$ cat src/rtl/scan_seq_pkg.sv
package scan_seq_pkg;

    localparam int TICK_W = 9;

    typedef enum logic [1:0] {
        ST_IDLE    = 2'd0,
        ST_SAMPLE  = 2'd1,
        ST_CONVERT = 2'd2
    } seq_state_e;

    typedef enum logic [1:0] {
        TRIG_OFF  = 2'b00,
        TRIG_RISE = 2'b01,
        TRIG_FALL = 2'b10,
        TRIG_BOTH = 2'b11
    } trig_mode_e;

    // sample window in half-cycle ticks
    function automatic logic [TICK_W-1:0] smp_ticks(input logic [2:0] code);
        case (code)
            3'd0:    smp_ticks = TICK_W'(3);
            3'd1:    smp_ticks = TICK_W'(15);
            3'd2:    smp_ticks = TICK_W'(27);
            3'd3:    smp_ticks = TICK_W'(57);
            3'd4:    smp_ticks = TICK_W'(83);
            3'd5:    smp_ticks = TICK_W'(111);
            3'd6:    smp_ticks = TICK_W'(143);
            default: smp_ticks = TICK_W'(479);
        endcase
    endfunction

    // conversion window: twice the converter cycle count
    function automatic logic [TICK_W-1:0] conv_ticks(input logic [1:0] res);
        case (res)
            2'd0:    conv_ticks = TICK_W'(28);
            2'd1:    conv_ticks = TICK_W'(26);
            2'd2:    conv_ticks = TICK_W'(22);
            default: conv_ticks = TICK_W'(18);
        endcase
    endfunction

endpackage

$ cat src/rtl/seq_edge_trig.sv
module seq_edge_trig
    import scan_seq_pkg::*;
(
    input  logic       clk,
    input  logic       rst_n,
    input  logic       trig_in,
    input  logic [1:0] mode,
    output logic       edge_o
);
    logic prev_q;
    logic rise;
    logic fall;

    always_ff @(posedge clk or negedge rst_n) begin
        if (!rst_n) prev_q <= 1'b0;
        else        prev_q <= trig_in;
    end

    assign rise = trig_in & ~prev_q;
    assign fall = ~trig_in & prev_q;

    always_comb begin
        unique case (trig_mode_e'(mode))
            TRIG_OFF:  edge_o = 1'b0;
            TRIG_RISE: edge_o = rise;
            TRIG_FALL: edge_o = fall;
            TRIG_BOTH: edge_o = rise | fall;
            default:   edge_o = 1'b0;
        endcase
    end

    AST_TRIG_ONE_EDGE: assert property (@(posedge clk) disable iff (!rst_n)
        edge_o |-> (trig_in != prev_q));
endmodule

$ cat src/rtl/seq_chan_pick.sv
module seq_chan_pick #(
    parameter int NUM_CH = 19,
    localparam int CH_W  = $clog2(NUM_CH)
) (
    input  logic [NUM_CH-1:0] mask,
    input  logic              scan_down,
    input  logic [CH_W-1:0]   cur,
    output logic [CH_W-1:0]   first_ch,
    output logic [CH_W-1:0]   next_ch,
    output logic              has_next,
    output logic              any_set
);
    assign any_set = |mask;

    always_comb begin
        first_ch = '0;
        next_ch  = '0;
        has_next = 1'b0;
        if (!scan_down) begin
            // walk downward so the last hit is the lowest index
            for (int i = NUM_CH - 1; i >= 0; i--) begin
                if (mask[i]) first_ch = CH_W'(i);
                if (mask[i] && (i > int'(cur))) begin
                    next_ch  = CH_W'(i);
                    has_next = 1'b1;
                end
            end
        end else begin
            // walk upward so the last hit is the highest index
            for (int i = 0; i < NUM_CH; i++) begin
                if (mask[i]) first_ch = CH_W'(i);
                if (mask[i] && (i < int'(cur))) begin
                    next_ch  = CH_W'(i);
                    has_next = 1'b1;
                end
            end
        end
    end
endmodule

$ cat src/rtl/seq_timer.sv
module seq_timer
    import scan_seq_pkg::*;
(
    input  logic       clk,
    input  logic       rst_n,
    input  logic       load_smp,
    input  logic       load_conv,
    input  logic [2:0] smp_code,
    input  logic [1:0] res_code,
    output logic       done
);
    logic [TICK_W-1:0] cnt_q;

    always_ff @(posedge clk or negedge rst_n) begin
        if (!rst_n)              cnt_q <= '0;
        else if (load_smp)       cnt_q <= smp_ticks(smp_code) - 1'b1;
        else if (load_conv)      cnt_q <= conv_ticks(res_code) - 1'b1;
        else if (cnt_q != '0)    cnt_q <= cnt_q - 1'b1;
    end

    assign done = (cnt_q == '0);

    AST_CNT_WALKS_DOWN: assert property (@(posedge clk) disable iff (!rst_n)
        (!load_smp && !load_conv && cnt_q != '0) |=> (cnt_q == $past(cnt_q) - 1'b1));
endmodule

$ cat src/rtl/seq_result.sv
module seq_result #(
    parameter int SMP_W  = 12,
    parameter int DATA_W = 16
) (
    input  logic              clk,
    input  logic              rst_n,
    input  logic              res_valid,
    input  logic [SMP_W-1:0]  sample,
    input  logic [1:0]        res_code,
    input  logic              left_align,
    input  logic              ovr_overwrite,
    input  logic              eosmp_set,
    input  logic              eos_set,
    input  logic              rd_data,
    input  logic [2:0]        flag_clr,
    input  logic [3:0]        irq_en,
    output logic [DATA_W-1:0] data_o,
    output logic              eosmp_o,
    output logic              eoc_o,
    output logic              eos_o,
    output logic              ovr_o,
    output logic              irq_o
);
    logic [DATA_W-1:0] data_q;
    logic [DATA_W-1:0] aligned;
    logic [DATA_W-1:0] right_w;
    logic [3:0]        drop;
    logic              eosmp_q, eoc_q, eos_q, ovr_q;
    logic              collide;

    assign drop    = {1'b0, res_code, 1'b0};
    assign right_w = DATA_W'(sample >> drop);

    always_comb begin
        if (left_align) aligned = right_w << (DATA_W - SMP_W + int'(drop));
        else            aligned = right_w;
    end

    // a new result meets an unread one (a read in the same cycle consumes it)
    assign collide = res_valid && eoc_q && !rd_data;

    always_ff @(posedge clk or negedge rst_n) begin
        if (!rst_n) begin
            data_q  <= '0;
            eosmp_q <= 1'b0;
            eoc_q   <= 1'b0;
            eos_q   <= 1'b0;
            ovr_q   <= 1'b0;
        end else begin
            if (res_valid && (!collide || ovr_overwrite)) data_q <= aligned;

            if (res_valid)    eoc_q <= 1'b1;
            else if (rd_data) eoc_q <= 1'b0;

            if (eosmp_set)        eosmp_q <= 1'b1;
            else if (flag_clr[0]) eosmp_q <= 1'b0;

            if (eos_set)          eos_q <= 1'b1;
            else if (flag_clr[1]) eos_q <= 1'b0;

            if (collide)          ovr_q <= 1'b1;
            else if (flag_clr[2]) ovr_q <= 1'b0;
        end
    end

    assign data_o  = data_q;
    assign eosmp_o = eosmp_q;
    assign eoc_o   = eoc_q;
    assign eos_o   = eos_q;
    assign ovr_o   = ovr_q;
    assign irq_o   = |({ovr_q, eos_q, eoc_q, eosmp_q} & irq_en);

    AST_OVR_PRESERVE: assert property (@(posedge clk) disable iff (!rst_n)
        (collide && !ovr_overwrite) |=> $stable(data_q));
    AST_OVR_FLAGGED: assert property (@(posedge clk) disable iff (!rst_n)
        collide |=> ovr_q);
    AST_EOC_ON_RESULT: assert property (@(posedge clk) disable iff (!rst_n)
        res_valid |=> eoc_q);
endmodule

$ cat src/rtl/scan_seq_ctrl.sv
module scan_seq_ctrl
    import scan_seq_pkg::*;
#(
    parameter int NUM_CH = 19,
    parameter int SMP_W  = 12,
    parameter int DATA_W = 16,
    localparam int CH_W  = $clog2(NUM_CH)
) (
    input  logic              clk,
    input  logic              rst_n,
    input  logic [NUM_CH-1:0] cfg_mask,
    input  logic              cfg_scan_down,
    input  logic [1:0]        cfg_trig_mode,
    input  logic [1:0]        cfg_res,
    input  logic [2:0]        cfg_smp_code,
    input  logic              cfg_cont,
    input  logic              cfg_ovr_overwrite,
    input  logic              cfg_left_align,
    input  logic [3:0]        irq_en,
    input  logic              sw_start,
    input  logic              sw_stop,
    input  logic              hw_trig,
    input  logic              rd_data,
    input  logic [2:0]        flag_clr,
    input  logic [SMP_W-1:0]  sample_in,
    output logic [CH_W-1:0]   cur_chan,
    output logic              busy,
    output logic [DATA_W-1:0] data_out,
    output logic              flag_eosmp,
    output logic              flag_eoc,
    output logic              flag_eos,
    output logic              flag_ovr,
    output logic              irq
);
    seq_state_e        state_q, state_d;
    logic [CH_W-1:0]   chan_q, chan_d;
    logic [NUM_CH-1:0] mask_q;
    logic              down_q;
    logic              latch;

    logic              trig_edge, start_req;
    logic [NUM_CH-1:0] mask_sel;
    logic              down_sel;
    logic [CH_W-1:0]   first_ch, next_ch;
    logic              has_next, any_set;
    logic              load_smp, load_conv, tmr_done;
    logic              res_valid, eosmp_set, eos_set;

    seq_edge_trig u_trig (
        .clk    (clk),
        .rst_n  (rst_n),
        .trig_in(hw_trig),
        .mode   (cfg_trig_mode),
        .edge_o (trig_edge)
    );

    assign start_req = sw_start | trig_edge;
    assign mask_sel  = (state_q == ST_IDLE) ? cfg_mask      : mask_q;
    assign down_sel  = (state_q == ST_IDLE) ? cfg_scan_down : down_q;

    seq_chan_pick #(.NUM_CH(NUM_CH)) u_pick (
        .mask     (mask_sel),
        .scan_down(down_sel),
        .cur      (chan_q),
        .first_ch (first_ch),
        .next_ch  (next_ch),
        .has_next (has_next),
        .any_set  (any_set)
    );

    seq_timer u_tmr (
        .clk      (clk),
        .rst_n    (rst_n),
        .load_smp (load_smp),
        .load_conv(load_conv),
        .smp_code (cfg_smp_code),
        .res_code (cfg_res),
        .done     (tmr_done)
    );

    // state register
    always_ff @(posedge clk or negedge rst_n) begin
        if (!rst_n) state_q <= ST_IDLE;
        else        state_q <= state_d;
    end

    // next state and control strobes
    always_comb begin
        state_d   = state_q;
        chan_d    = chan_q;
        latch     = 1'b0;
        load_smp  = 1'b0;
        load_conv = 1'b0;
        res_valid = 1'b0;
        eosmp_set = 1'b0;
        eos_set   = 1'b0;
        unique case (state_q)
            ST_IDLE: begin
                if (start_req && !sw_stop) begin
                    latch = 1'b1;
                    if (any_set) begin
                        chan_d   = first_ch;
                        load_smp = 1'b1;
                        state_d  = ST_SAMPLE;
                    end else begin
                        eos_set  = 1'b1;
                    end
                end
            end
            ST_SAMPLE: begin
                if (sw_stop) begin
                    state_d = ST_IDLE;
                end else if (tmr_done) begin
                    eosmp_set = 1'b1;
                    load_conv = 1'b1;
                    state_d   = ST_CONVERT;
                end
            end
            ST_CONVERT: begin
                if (sw_stop) begin
                    state_d = ST_IDLE;
                end else if (tmr_done) begin
                    res_valid = 1'b1;
                    if (has_next) begin
                        chan_d   = next_ch;
                        load_smp = 1'b1;
                        state_d  = ST_SAMPLE;
                    end else begin
                        eos_set = 1'b1;
                        if (cfg_cont) begin
                            chan_d   = first_ch;
                            load_smp = 1'b1;
                            state_d  = ST_SAMPLE;
                        end else begin
                            state_d  = ST_IDLE;
                        end
                    end
                end
            end
            default: state_d = ST_IDLE;
        endcase
    end

    always_ff @(posedge clk or negedge rst_n) begin
        if (!rst_n) begin
            chan_q <= '0;
            mask_q <= '0;
            down_q <= 1'b0;
        end else begin
            chan_q <= chan_d;
            if (latch) begin
                mask_q <= cfg_mask;
                down_q <= cfg_scan_down;
            end
        end
    end

    seq_result #(.SMP_W(SMP_W), .DATA_W(DATA_W)) u_res (
        .clk          (clk),
        .rst_n        (rst_n),
        .res_valid    (res_valid),
        .sample       (sample_in),
        .res_code     (cfg_res),
        .left_align   (cfg_left_align),
        .ovr_overwrite(cfg_ovr_overwrite),
        .eosmp_set    (eosmp_set),
        .eos_set      (eos_set),
        .rd_data      (rd_data),
        .flag_clr     (flag_clr),
        .irq_en       (irq_en),
        .data_o       (data_out),
        .eosmp_o      (flag_eosmp),
        .eoc_o        (flag_eoc),
        .eos_o        (flag_eos),
        .ovr_o        (flag_ovr),
        .irq_o        (irq)
    );

    assign cur_chan = chan_q;
    assign busy     = (state_q != ST_IDLE);

    AST_STOP_TO_IDLE: assert property (@(posedge clk) disable iff (!rst_n)
        sw_stop |=> (state_q == ST_IDLE));
    AST_CHAN_ENABLED: assert property (@(posedge clk) disable iff (!rst_n)
        (state_q != ST_IDLE) |-> mask_q[chan_q]);
    AST_EOSMP_AT_CONV: assert property (@(posedge clk) disable iff (!rst_n)
        (state_q == ST_CONVERT && $past(state_q) == ST_SAMPLE) |-> flag_eosmp);
    AST_BUSY_START_IGNORED: assert property (@(posedge clk) disable iff (!rst_n)
        (state_q == ST_SAMPLE && !tmr_done && !sw_stop) |=> (state_q == ST_SAMPLE && $stable(chan_q)));
endmodule

$ cat config.mk
export PLATFORM = sky130hd
export DESIGN_NAME = scan_seq_ctrl
export DESIGN_NICKNAME = d
export VERILOG_FILES = /design/src/rtl/scan_seq_pkg.sv /design/src/rtl/seq_edge_trig.sv /design/src/rtl/seq_chan_pick.sv /design/src/rtl/seq_timer.sv /design/src/rtl/seq_result.sv /design/src/rtl/scan_seq_ctrl.sv
export SDC_FILE = /design/constraint.sdc
export NUM_CORES = 1
export LEC_CHECK = 0
export BUFFER_PORTS_ARGS = -buffer_cell sky130_fd_sc_hd__buf_2
export CAP_MARGIN = 25
export CELL_PAD_IN_SITES_DETAIL_PLACEMENT = 1
export CELL_PAD_IN_SITES_GLOBAL_PLACEMENT = 1
export CORE_AREA = 2 2 109 111
export CTS_CLUSTER_SIZE = 40
export DETAILED_ROUTE_END_ITERATION = 7
export DIE_AREA = 0 0 111 113
export GPL_TIMING_DRIVEN = 0
export HOLD_SLACK_MARGIN = 0.08
export PLACE_DENSITY = 0.78
export SYNTH_ARGS = -nofsm -noshare
export SYNTH_HDL_FRONTEND = slang
export SYNTH_SLANG_ARGS = --single-unit
$ cat constraint.sdc
create_clock -name clk -period 3.5 [get_ports clk]
set_clock_uncertainty 0.1 [all_clocks]
set_input_delay 0.7 -clock clk [delete_from_list [all_inputs] [get_ports clk]]
set_output_delay 0.7 -clock clk [all_outputs]
set_load 0.01 [all_outputs]
# Word level (Yosys, flattened, before mapping)
# Cells that the tools add are included.
[classes] n_bitwise=7 reduce_logical=62 shifts=2 mul=0 muxes=168 magnitude_cmp=37 n_eq_ne=20 add_sub_neg=4 n_div=0
[ops] cell="5-bit 2-to-1 mux" count=51
[ops] cell="1-bit 2-to-1 mux" count=68
[ops] cell="4-bit 2-to-1 mux" count=16
[ops] cell="9-bit case mux with 7 select lines" count=1
[ops] cell="9-bit 2-to-1 mux" count=6
[ops] cell="1-bit logical AND" count=41
[ops] cell="4-bit by 5-bit > comparator with 1-bit output (first input constant)" count=8
[ops] cell="4-bit by 5-bit < comparator with 1-bit output (first input constant)" count=8
[ops] cell="16-bit by 32-bit << shifter with 16-bit output" count=1
[ops] cell="9-bit by 1-bit subtractor with 9-bit output (second input constant)" count=3
[ops] cell="3-bit 2-to-1 mux" count=8
[ops] cell="3-bit by 5-bit > comparator with 1-bit output (first input constant)" count=4
[ops] cell="3-bit by 5-bit < comparator with 1-bit output (first input constant)" count=4
[ops] cell="2-bit 2-to-1 mux" count=10
[ops] cell="19-bit 2-to-1 mux" count=1
[ops] cell="19-bit OR reduction" count=1
[ops] cell="16-bit 2-to-1 mux" count=1
[ops] cell="12-bit by 3-bit right shift with 16-bit output" count=1
[ops] cell="5-bit > comparator (first input constant)" count=3
[ops] cell="5-bit < comparator (first input constant)" count=3
[ops] cell="4-bit case mux with 3 select lines" count=1
[ops] cell="2-bit nonzero test" count=6
[ops] cell="2-bit by 5-bit > comparator with 1-bit output (first input constant)" count=2
[ops] cell="1-bit by 5-bit < comparator with 1-bit output (first input constant)" count=2
[ops] cell="29 further kinds" count=50
[totals] ram_bits=0 word_cells=311 out_inout_bits=27 register_bits=57 input_bits=55 mem_count=0 latch_bits=0 rom_bits=0

# Logic depth before layout (Yosys ltp)
# Gate-level depths: netlist of the first run.
[depth] depth_word=31 ltp_mapped=13 mapped_depth_nobuf=10

# Hierarchy
# From an unflattened synthesis of the first run, not the netlist that was laid out.
[hier_totals] cells_unflattened=537 hier_area_um2=4543.1
[modules_own_cells] mod="scan_seq_ctrl" n_inst=1 seq_area_each_um2=675.6 area_each_um2=1437.6 cells_per_inst=110
[modules_own_cells] mod="seq_chan_pick" n_inst=1 seq_area_each_um2=0.0 area_each_um2=1241.2 cells_per_inst=228
[modules_own_cells] mod="seq_result" n_inst=1 seq_area_each_um2=500.5 area_each_um2=1183.6 cells_per_inst=121
[modules_own_cells] mod="seq_timer" n_inst=1 seq_area_each_um2=225.2 area_each_um2=596.8 cells_per_inst=68
[modules_own_cells] mod="seq_edge_trig" n_inst=1 seq_area_each_um2=25.0 area_each_um2=83.8 cells_per_inst=10

# Least setup slack after synthesis of the first run
# OpenSTA, ideal clock, no wires.
[synth_path] kind="input to register" startpoint="input cfg_mask[5]" endpoint="register chan_q[1], in the netlist cur_chan[1]" path_stages=8 slack_ns=0.690 setup_ns=0.128 t_required_ns=3.272 arrival_time_ns=2.583 n_path_buf=0 cell_sequence="or4_4 -> o31ai_2 -> o32a_1 -> nand4_1 -> o32ai_4 -> a21oi_2 -> a21oi_4 -> mux2_1"
[synth_between] elab_chain_len=21 elab_cells_between_ends=75 cone_classes="eq/ne: 2; mux: 69; reduce/logical: 4"
[synth_rtl] item="from (decl)" line_no="scan_seq_ctrl.sv:11" source="input logic [NUM_CH-1:0] cfg_mask,"
[synth_rtl] item="19-bit 2-to-1 mux *" line_no="scan_seq_ctrl.sv:58" source="assign mask_sel = (state_q == ST_IDLE) ? cfg_mask : mask_q;"
[synth_rtl] item="3-bit 2-to-1 mux or 1-bit logical AND (tied branches)" line_no="seq_chan_pick.sv:31, seq_chan_pick.sv:32"
[synth_rtl] item="3-bit 2-to-1 mux (tied with other cells) (2 in series)" line_no="seq_chan_pick.sv:31" source="if (mask[i]) first_ch = CH_W'(i);"
[synth_rtl] item="4-bit 2-to-1 mux (tied with other cells) (8 in series)" line_no="seq_chan_pick.sv:31"
[synth_rtl] item="5-bit 2-to-1 mux (tied with other cells) (3 in series)" line_no="seq_chan_pick.sv:31"
[synth_rtl] item="5-bit 2-to-1 mux (tied with other cells)" line_no="seq_chan_pick.sv:19" source="if (!scan_down) begin"
[synth_rtl] item="5-bit 2-to-1 mux (tied with other cells)" line_no="scan_seq_ctrl.sv:130" source="if (cfg_cont) begin"
[synth_rtl] item="5-bit 2-to-1 mux" line_no="scan_seq_ctrl.sv:124" source="if (has_next) begin"
[synth_rtl] item="5-bit 2-to-1 mux" line_no="scan_seq_ctrl.sv:122" source="end else if (tmr_done) begin"
[synth_rtl] item="5-bit 2-to-1 mux" line_no="scan_seq_ctrl.sv:120" source="if (sw_stop) begin"
[synth_rtl] item="5-bit case mux with 2 select lines" line_no="scan_seq_ctrl.sv:97" source="unique case (state_q)"
[synth_rtl] item="to (signal assigned)" line_no="scan_seq_ctrl.sv:150" source="chan_q <= chan_d;"
[synth_rtl] item="to (decl)" line_no="scan_seq_ctrl.sv:36" source="logic [CH_W-1:0] chan_q, chan_d;"
# Mark *: on every way between the ends. The rest lies on a longest branch, timed or not. The select of a mux whose other input is x is not followed.
# A chain may end at the register's enable or synchronous reset.

# Worst setup path after layout of the first run
[layout_path] startpoint="register state_q[0]" endpoint="register chan_q[3], in the netlist cur_chan[3]"
[layout_between] elab_chain_len=27 elab_cells_between_ends=153 cone_classes="eq/ne: 6; mux: 106; reduce/logical: 41"
[layout_rtl] item="from (decl)" line_no="scan_seq_ctrl.sv:35" source="seq_state_e state_q, state_d;"
[layout_rtl] item="from (signal assigned)" line_no="scan_seq_ctrl.sv:84" source="else state_q <= state_d;"
[layout_rtl] item="2-bit zero test" line_no="scan_seq_ctrl.sv:58, scan_seq_ctrl.sv:59, scan_seq_ctrl.sv:97"
[layout_rtl] item="19-bit 2-to-1 mux" line_no="scan_seq_ctrl.sv:58"
[layout_rtl] item="1-bit logical AND" line_no="seq_chan_pick.sv:32" source="if (mask[i] && (i < int'(cur))) begin"
[layout_rtl] item="1-bit 2-to-1 mux (19 in series)" line_no="seq_chan_pick.sv:32"
[layout_rtl] item="1-bit 2-to-1 mux" line_no="seq_chan_pick.sv:19"
[layout_rtl] item="5-bit 2-to-1 mux" line_no="scan_seq_ctrl.sv:124"
[layout_rtl] item="5-bit 2-to-1 mux" line_no="scan_seq_ctrl.sv:122"
[layout_rtl] item="5-bit 2-to-1 mux" line_no="scan_seq_ctrl.sv:120"
[layout_rtl] item="5-bit case mux with 2 select lines" line_no="scan_seq_ctrl.sv:97"
# Parallel ways exist; a longest one is shown, timed or not. The select of a mux whose other input is x is not followed.

==> summary.txt, run 1 <==
Worst Reg-to-Reg Cells - 9
RSZ-0062 raised after global routing - no
status - complete, no violations
Die Area - 0.0125 mm^2
clock root buffer master - clkbuf_16
Rows - 39
Area Overhead vs Synth - 20.1%
Slew @ Worst Pin - 722 ps
Reg power frac - 24.0%
Worst EP arrival - 3470 ps
fmax - 0.297 GHz
post-synth cell types - 73
DR vias/cell - 6.05
TritonCTS clock tree - done
Bufs on Longest Clock Path - 2
wire per inst - 20.7 um
area of placed instances - 0.00528 mm^2
WP data required - 3600 ps
initial core utilization - 41.6%
fraction of layout cells with a size suffix above 1 - 21.4%
crit end category - register
fin. max-slew vios - 0
CP max stage delay - 530 ps
max capacitance violation total - 0
Mapped Cells - 624
part of the cycle the worst path needs - 96.3%
clk slew on worst S/H paths - 50 ps
Clock H-tree levels - 3
Clock Power Share - 20.4%
Core Area - 0.0113 mm^2
Most used DFF post-synth - dfrtp_1
leakage - 2.63 nW
register area share after synthesis - 30.4%
CP max stage cell - mux2i_1
clock latency on the worst-skew pair - 330 ps
Slew HR - 51.5%
# fillers - 1,469
reg2reg end - cur_chan[3]$_DFFE_PN0P_
peak supply drop - 0.278 mV
GRT overflow - 0
Seq cells post-synth - 57
initial antenna violation count - 0
Final WS setup - 129 ps
Critical Path Fanout Max - 9
cell accounting for the most synthesized area - dfrtp_1
Psw - 1.88 mW
CTS Sinks - 57
reg2reg start - state_q[0]$_DFFE_PN0P_
Ys Warns - 0
Power Density - 717 mW/mm^2
Final Hold Viols - 0
CP cell instances - nor2_4, buf_4, mux2i_1, o32a_1, nand4_1, o32ai_4, a21oi_2, a21oi_4, mux2_1
Die Ht - 113 um
fin crit period - 3370 ps
r2r setup slk - 130 ps
post-synth net total - 682
CP Launch Type - register
die width - 111 um
Mapped Area - 0.00469 mm^2
Final TNS setup - 0 ps
CTS Buf Count - 9
port bufs - 79
final setup vio count - 0
drt drc - 0
pin count of the biggest net entering global routing - 41
Logic pwr share - 55.6%
GRT Total Usage - 29.2%
initial drt markers - 332
pre-CTS setup slack - 115 ps
first-pass iteration count of the detailed router - 5
cell-internal power - 2.15 mW
IO Count - 82
sw frac - 46.7%
vias in the first global route - 5,597
Final nets - 779
diodes inserted - 0
final instance area - 0.00563 mm^2
first-pass GRT wire length - 29.3 mm
Crit Path Category - register to register
Hold-fix buffers, CTS - 0
syn_area_per_cell - 7.52 um^2
GP Congestion - 0.978
Synth async-reset ratio - 100%
Antenna Nets Post-Route - 0
top cells by area, synth - dfrtp_1 30%, nand2_1 9.7%, a21oi_1 5.3%
worst hold slack - 208 ps
top cell type's share of synthesized area - 30.4%
number of synthesized flops with an enable pin - 0
routed wire length - 18.0 mm
dpl hpwl - 14.0 mm
Hold Path Class - primary input to asynchronous set/reset pin
via count - 5,255
## worst max-delay path, delay by kind of cell (launching register included)
| family | cells | cell delay (ps) |
|---|---|---|
| AOI/OAI and AO/OA | 4 | 1130 |
| buffers and inverters | 1 | 190 |
| muxes | 2 | 920 |
| and+or+nand+nor | 2 | 480 |
| DFF | 1 | 420 |
## synthesized netlist by cell type, types with 6 or more instances
cell type and number:
mux2i_1 14, or3b_2 10, a21o_1 8, nor2b_1 8, a21oi_1 50, nand3_1 15
nor4_1 6, buf_2 10, o21ai_0 38, buf_6 6, clkbuf_1 20, a31oi_1 16
dfrtp_1 57, or2_2 7, and2_1 9, or3_1 6, o31ai_1 7, a211oi_1 9
nand2_1 121, nor2_1 47, nand2b_1 7, nor3_1 11, o22ai_1 8, o21ai_1 19
inv_1 20
## metal layers
layer / GRT usage [%] / vias to the layer above / wire [um]
met1: 35.5 / 2611 / 7440
li1: - / 2453 / -
met4: 12.7 / 0 / 611
met3: 4.45 / 38 / 823
met2: 51.5 / 153 / 9130
met5: 0 / - / 0
## final cells by class
cell class	count	area, um^2	area share [%]
Tap cell	143	179	3.18
Multi-Input combinational cell	508	3000	53.3
Sequential cell	57	1430	25.3
Timing Repair Buffer	86	460	8.17
Inverter	21	81.3	1.44
Clock inverter	3	15.0	0.266
Clock buffer	12	267	4.73
Buffer	38	201	3.58
## state kept, by name (all words and copies together) (netlist names)
| register | cells |
|---|---|
| cur_chan | 5 |
| down_q | 1 |
| mask_q | 19 |
| state_q | 2 |
| u_res.data_o | 16 |
| u_res.eoc_o | 1 |
| u_res.eos_o | 1 |
| u_res.eosmp_o | 1 |
| u_res.ovr_o | 1 |
| u_tmr.cnt_q | 9 |
| u_trig.prev_q | 1 |
## worst max path at each step
stage / start / end / slack (ps) / depth (start not counted)
floorplan: cfg_mask[5] / cur_chan[1]$_DFFE_PN0P_ / 690 / 8
global placement: cfg_mask[13] / cur_chan[1]$_DFFE_PN0P_ / 170 / 9
detailed placement: cur_chan[3]$_DFFE_PN0P_ / cur_chan[4]$_DFFE_PN0P_ / 120 / 11
CTS: cur_chan[3]$_DFFE_PN0P_ / cur_chan[4]$_DFFE_PN0P_ / 120 / 11
global route: state_q[0]$_DFFE_PN0P_ / cur_chan[0]$_DFFE_PN0P_ / 3 / 12
finish: state_q[0]$_DFFE_PN0P_ / cur_chan[3]$_DFFE_PN0P_ / 130 / 9
## power groups by stage
stage               sequential (mW)  clock, mW  combinational [mW]
global route                  0.990      0.867                2.44
finish                        0.969      0.822                2.25
floorplan                     0.941          0                1.47
detailed placement            0.975          0                2.12
global placement              0.956          0                2.08
CTS                           0.966      0.839                2.14
## what timing repair did
item                                    4_1_cts  5_1_grt
buffers inserted                              0        6
endpoints found under the setup margin        0       13
resized for setup                             0        7
## placed cells by master (no fill, tap or decap), types with 13 or more instances in the layout
cell / instances
nand2_1: 121
buf_2: 89
dfrtp_1: 57
a21oi_1: 49
nor2_1: 47
o21ai_0: 38
inv_1: 20
clkbuf_1: 19
o21ai_1: 18
a31oi_1: 16
nand3_1: 15
mux2i_1: 13
## per-stage QoR
| step | utilization (%) | power (mW) | cells |
|---|---|---|---|
| 6_report | 50.0 | 4.04 | 868 |
| 5_1_grt | 50.0 | 4.30 | 868 |
| 4_1_cts | 49.4 | 3.95 | 862 |
| 3_5_place_dp | 46.9 | 3.09 | 847 |
| 3_3_place_gp | 46.7 | 3.04 | 846 |
| 2_1_floorplan | - | 2.41 | 624 |
## cell families after synthesis
logic type / Yosys count / share of synthesized area [%]
compound gates: 210 / 29.2
xor+xnor: 7 / 1.31
fa+ha+maj: 3 / 0.801
buf+inv: 59 / 6.00
flops: 57 / 30.4
mux: 21 / 4.72
simple gates: 267 / 27.6
No activity file was read; power rests on OpenSTA's default activity.
==> run 2: changes to the inputs <==
--- a/config.mk
+++ b/config.mk
@@ -9,13 +9,15 @@
 export CAP_MARGIN = 25
 export CELL_PAD_IN_SITES_DETAIL_PLACEMENT = 1
 export CELL_PAD_IN_SITES_GLOBAL_PLACEMENT = 1
-export CORE_AREA = 2 2 109 111
+export CORE_AREA = 2 2 112 114
 export CTS_CLUSTER_SIZE = 40
 export DETAILED_ROUTE_END_ITERATION = 7
-export DIE_AREA = 0 0 111 113
+export DIE_AREA = 0 0 114 116
 export GPL_TIMING_DRIVEN = 0
 export HOLD_SLACK_MARGIN = 0.08
-export PLACE_DENSITY = 0.78
+export PLACE_DENSITY = 0.74
+export RECOVER_POWER = 50
+export SKIP_CTS_REPAIR_TIMING = 1
 export SYNTH_ARGS = -nofsm -noshare
 export SYNTH_HDL_FRONTEND = slang
 export SYNTH_SLANG_ARGS = --single-unit
==> run 2 against run 1 <==
  * Worst hold slack gained 160 ps
  * Sequential power decreased by 1%
  * Combinational power hardly changed
  * Non-clock buffer count down 4
  * Total power is 0.15% higher
==> summary.txt, run 2 (same netlist as run 1, synthesis figures left out) <==
max capacitance violation total - 0 (unchanged)
port bufs - 79 (unchanged)
Slew HR - 26.1% (-25 points)
first-pass GRT wire length - 29.2 mm (-0.24%)
clock root buffer master - clkbuf_16
routed wire length - 18.1 mm (+0.81%)
Die Area - 0.0132 mm^2 (+5.4%)
# fillers - 1,561 (+6.3%)
Final Hold Viols - 0 (unchanged)
initial antenna violation count - 0 (unchanged)
Clock H-tree levels - 3 (unchanged)
Die Ht - 116 um (+2.7%)
IO Count - 82 (unchanged)
Worst Reg-to-Reg Cells - 11 (+2)
WP data required - 3620 ps (+20 ps)
fin. max-slew vios - 0 (unchanged)
Largest register FFs - 19 (unchanged)
register area - 0.00143 mm^2 (unchanged)
Largest Register - mask_q
Rows - 40 (+2.6%)
Critical Path Fanout Max - 10 (+1)
initial drt markers - 332 (unchanged)
initial core utilization - 39.4% (-2.2 points)
wire per inst - 20.9 um (+0.81%)
Core Util, Final - 46.9% (-3.1 points)
most common cell after layout, fill and taps aside - nand2_1
commonest non-fill, non-tap cells in the layout - 121 x nand2_1, 76 x buf_2, 57 x dfrtp_1, 49 x a21oi_1, 47 x nor2_1
crit end category - register
fraction of layout cells with a size suffix above 1 - 19.1% (-2.2 points)
diodes inserted - 0 (unchanged)
peak supply drop - 0.265 mV (-4.9%)
part of the cycle the worst path needs - 96.9% (+0.61 points)
Hold Path Class - register to register
TritonCTS clock tree - done
RSZ-0062 raised after global routing - no
Area Overhead vs Synth - 19.1%
status - complete, no violations
vias in the first global route - 5,509 (-1.6%)
drt drc - 0 (unchanged)
Slew @ Worst Pin - 1110 ps (+386 ps)
Final nets - 775 (-0.51%)
fin crit period - 3390 ps (+21.3 ps)
worst hold path cell count - 2
GRT overflow - 0 (unchanged)
GP Congestion - 0.987 (+0.97%)
first-pass iteration count of the detailed router - 5 (unchanged)
total power - 4.04 mW (+0.15%)
CP Launch Type - register
Bufs on Longest Clock Path - 2 (unchanged)
clk slew on worst S/H paths - 50 ps (about the same)
CTS Sinks - 57 (unchanged)
dpl hpwl - 14.3 mm (+1.8%)
die width - 114 um (+2.7%)
Core Area - 0.0119 mm^2 (+5.7%)
final setup vio count - 0 (unchanged)
fmax - 0.295 GHz (-0.63%)
pin count of the biggest net entering global routing - 40 (-2.4%)
Crit Path Category - register to register
area occupied by multi-input gates - 0.00302 mm^2 (+0.37%)
Final TNS setup - 0 ps (unchanged)
Power Density - 724 mW/mm^2 (+1.0%)
CTS Buf Count - 9 (unchanged)
DR vias/cell - 5.97 (-1.4%)
GRT Total Usage - 28.7% (-0.51 points)
Worst EP arrival - 3510 ps (+40 ps)
Antenna Nets Post-Route - 0 (unchanged)
via count - 5,184 (-1.4%)
clock latency on the worst-skew pair - 350 ps (+20 ps)
leakage - 2.55 nW (-2.8%)
[run 2: layout make-up]
type                       count  area share [%]
buffer                        38            3.61
clock buffer                  11            4.17
clock inverter                 4           0.806
inverter                      21            1.46
multi-input combinational    508            54.0
sequential                    57            25.5
tap                          147            3.29
timing repair buffer          82            7.15
[run 2: worst paths after layout]
kind	start	to	slack [ps]
worst max-delay path	state_q[1]$_DFFE_PN0P_	cur_chan[1]$_DFFE_PN0P_	110
worst min-delay path	u_res.data_o[13]$_DFFE_PN0P_	u_res.data_o[13]$_DFFE_PN0P_	370
worst max register to register	state_q[1]$_DFFE_PN0P_	cur_chan[1]$_DFFE_PN0P_	110
worst min register to register	u_res.data_o[13]$_DFFE_PN0P_	u_res.data_o[13]$_DFFE_PN0P_	370
max in group asynchronous	rst_n	cur_chan[4]$_DFFE_PN0P_	1250
min in group asynchronous	rst_n	mask_q[17]$_DFFE_PN0P_	440
[run 2: power by group]
group | leakage, nW | internal, mW | switching [mW] | total [mW]
registers | 0.732 | 0.816 | 0.143 | 0.959
clock network | 0.139 | 0.543 | 0.325 | 0.867
logic | 1.68 | 0.789 | 1.43 | 2.22
[run 2: critical path, stage by stage (launching register included)]
cell and delay, ps:
dfrtp_1 400, nor2_4 380, inv_4 120, buf_6 180, buf_2 210, a21oi_1 430
a21boi_0 330, nand2_1 150, o221ai_1 130, a311oi_1 370, mux2i_1 130, mux2_1 320
[run 2: per-layer routing]
metal / global-route usage [%] / share of wire (%)
met5: 0 / 0
met4: 13.4 / 3.3
met3: 4.81 / 4.6
met2: 49.5 / 49
met1: 35.1 / 43
[run 2: stage by stage]
step                      std cells  hold WS (ps)  worst slack [ps]  area (um^2)
after detailed placement        851           355             -17.8         5290
after CTS                       866           230             -45.5         5570
after floorplan                 624           304               690         4690
after global routing            868           393              6.35         5590
final                           868           368               108         5590
after global placement          850           349              78.1         5270
==> run 3: changes to the inputs <==
--- a/config.mk
+++ b/config.mk
@@ -16,7 +16,7 @@
 export GPL_TIMING_DRIVEN = 0
 export HOLD_SLACK_MARGIN = 0.08
 export PLACE_DENSITY = 0.74
-export RECOVER_POWER = 50
+export RECOVER_POWER = 100
 export SKIP_CTS_REPAIR_TIMING = 1
 export SYNTH_ARGS = -nofsm -noshare
 export SYNTH_HDL_FRONTEND = slang
==> run 3 against run 2 <==
  * Register-to-register slack is essentially flat
  * Utilization down 0.20 points
  * Via count is 0.19% higher
  * Clock power barely moved
  * Sequential cell count is the same
  * Non-clock buffer count did not move
  * Sequential power barely moved
  * Critical path depth is the same
  * Combinational power hardly changed
  * Die area is the same
  * Clock-buffer cell count did not move
  * Global-route usage did not move
  * Critical endpoint unchanged
  * Highest routed layer unchanged
==> summary.txt, run 3 (same netlist as run 1, synthesis figures left out) <==
clock root buffer master - clkbuf_16
RSZ-0062 raised after global routing - no
IO Count - 82 (unchanged)
Hold Path Class - register to register
most common cell after layout, fill and taps aside - nand2_1
Final TNS setup - 0 ps (unchanged)
diodes inserted - 0 (unchanged)
Bufs on Longest Clock Path - 2 (unchanged)
Power Density - 726 mW/mm^2 (+0.26%)
Area Overhead vs Synth - 18.6%
routed wire length - 18.2 mm (+0.22%)
max capacitance violation total - 0 (unchanged)
total power - 4.04 mW (-0.17%)
GP Congestion - 0.987 (unchanged)
port bufs - 79 (unchanged)
Slew @ Worst Pin - 1120 ps (+8.98 ps)
drt drc - 0 (unchanged)
Worst EP arrival - 3500 ps (about the same)
initial antenna violation count - 0 (unchanged)
clk slew on worst S/H paths - 50 ps (about the same)
WP data required - 3620 ps (about the same)
final setup vio count - 0 (unchanged)
Largest register FFs - 19 (unchanged)
via count - 5,194 (+0.19%)
Largest Register - mask_q
initial core utilization - 39.4% (unchanged)
fmax - 0.295 GHz (+0.24%)
fraction of layout cells with a size suffix above 1 - 16.9% (-2.2 points)
area occupied by multi-input gates - 0.00302 mm^2 (unchanged)
# fillers - 1,563 (+0.13%)
status - complete, no violations
clock latency on the worst-skew pair - 350 ps (about the same)
crit end category - register
register area - 0.00143 mm^2 (unchanged)
CP Launch Type - register
part of the cycle the worst path needs - 96.7% (-0.23 points)
leakage - 2.49 nW (-2.5%)
final instance area - 0.00556 mm^2 (-0.43%)
DR vias/cell - 5.98 (+0.19%)
peak supply drop - 0.264 mV (-0.32%)
Core Area - 0.0119 mm^2 (unchanged)
Critical Path Fanout Max - 10 (unchanged)
CTS Buf Count - 9 (unchanged)
TritonCTS clock tree - done
Antenna Nets Post-Route - 0 (unchanged)
GRT Total Usage - 28.7% (unchanged)
dpl hpwl - 14.3 mm (unchanged)
Final nets - 775 (unchanged)
Core Util, Final - 46.7% (-0.20 points)
pin count of the biggest net entering global routing - 40 (unchanged)
Final WS setup - 116 ps (+8.13 ps)
Final Hold Viols - 0 (unchanged)
Die Ht - 116 um (unchanged)
Die Area - 0.0132 mm^2 (unchanged)
first-pass GRT wire length - 29.2 mm (unchanged)
Clock H-tree levels - 3 (unchanged)
vias in the first global route - 5,509 (unchanged)
pre-CTS setup slack - -17.8 ps (unchanged)
Crit Path Category - register to register
CTS Sinks - 57 (unchanged)
Slew HR - 25.5% (-0.60 points)
wire per inst - 20.9 um (+0.22%)
area of placed instances - 0.00529 mm^2 (unchanged)
commonest non-fill, non-tap cells in the layout - 121 x nand2_1, 60 x buf_2, 57 x dfrtp_1, 51 x clkbuf_1, 49 x a21oi_1
Rows - 40 (unchanged)
fin crit period - 3380 ps (-8.13 ps)
GRT overflow - 0 (unchanged)
initial drt markers - 347 (+4.5%)
fin. max-slew vios - 0 (unchanged)
die width - 114 um (unchanged)
first-pass iteration count of the detailed router - 5 (unchanged)
## run 3: area by class of cell
type                            count  share of cell area [%]
Clock inverter                      4                   0.810
Tap cell                          147                    3.31
Inverter                           21                    1.46
Timing Repair Buffer               82                    6.84
Buffer                             38                    3.53
Clock buffer                       11                    4.18
Multi-Input combinational cell    508                    54.2
Sequential cell                    57                    25.6
## run 3: stage by stage
step	std cells	hold slack (ps)
2_1_floorplan	624	304
3_3_place_gp	850	349
3_5_place_dp	851	355
4_1_cts	866	230
5_1_grt	868	393
6_report	868	369
## run 3: path summary, 6_finish.rpt
kind,startpoint,to,slack (ps),depth (start not counted)
hold / removal,u_res.data_o[13]$_DFFE_PN0P_,u_res.data_o[13]$_DFFE_PN0P_,370,2
max in group asynchronous,rst_n,cur_chan[4]$_DFFE_PN0P_,1230,2
setup / recovery,state_q[1]$_DFFE_PN0P_,cur_chan[1]$_DFFE_PN0P_,120,11
min in group asynchronous,rst_n,mask_q[17]$_DFFE_PN0P_,440,1
setup reg to reg,state_q[1]$_DFFE_PN0P_,cur_chan[1]$_DFFE_PN0P_,120,11
hold reg to reg,u_res.data_o[13]$_DFFE_PN0P_,u_res.data_o[13]$_DFFE_PN0P_,370,2
## run 3: where the power goes
| part | total (mW) | internal [mW] | leakage, nW | switching (mW) |
|---|---|---|---|---|
| clock | 0.869 | 0.543 | 0.139 | 0.326 |
| sequential | 0.961 | 0.816 | 0.732 | 0.145 |
| combinational | 2.21 | 0.783 | 1.62 | 1.42 |
| total | 4.04 | 2.14 | 2.49 | 1.90 |
## run 3: worst max-delay path: stages, from the launching register on
cell      delay (ps)
dfrtp_1          400
nor2_4           380
inv_4            120
buf_6            180
buf_2            210
a21oi_1          430
a21boi_0         320
nand2_1          160
o221ai_1         130
a311oi_1         360
mux2i_1          130
mux2_1           320
## run 3: per-layer routing
metal | GRT usage [%] | up-vias | wire length [um]
li1 | - | 2447 | -
met4 | 13.4 | 0 | 574
met2 | 49.5 | 147 | 8940
met5 | 0 | - | 0
met3 | 4.81 | 37 | 889
met1 | 35.1 | 2563 | 7780
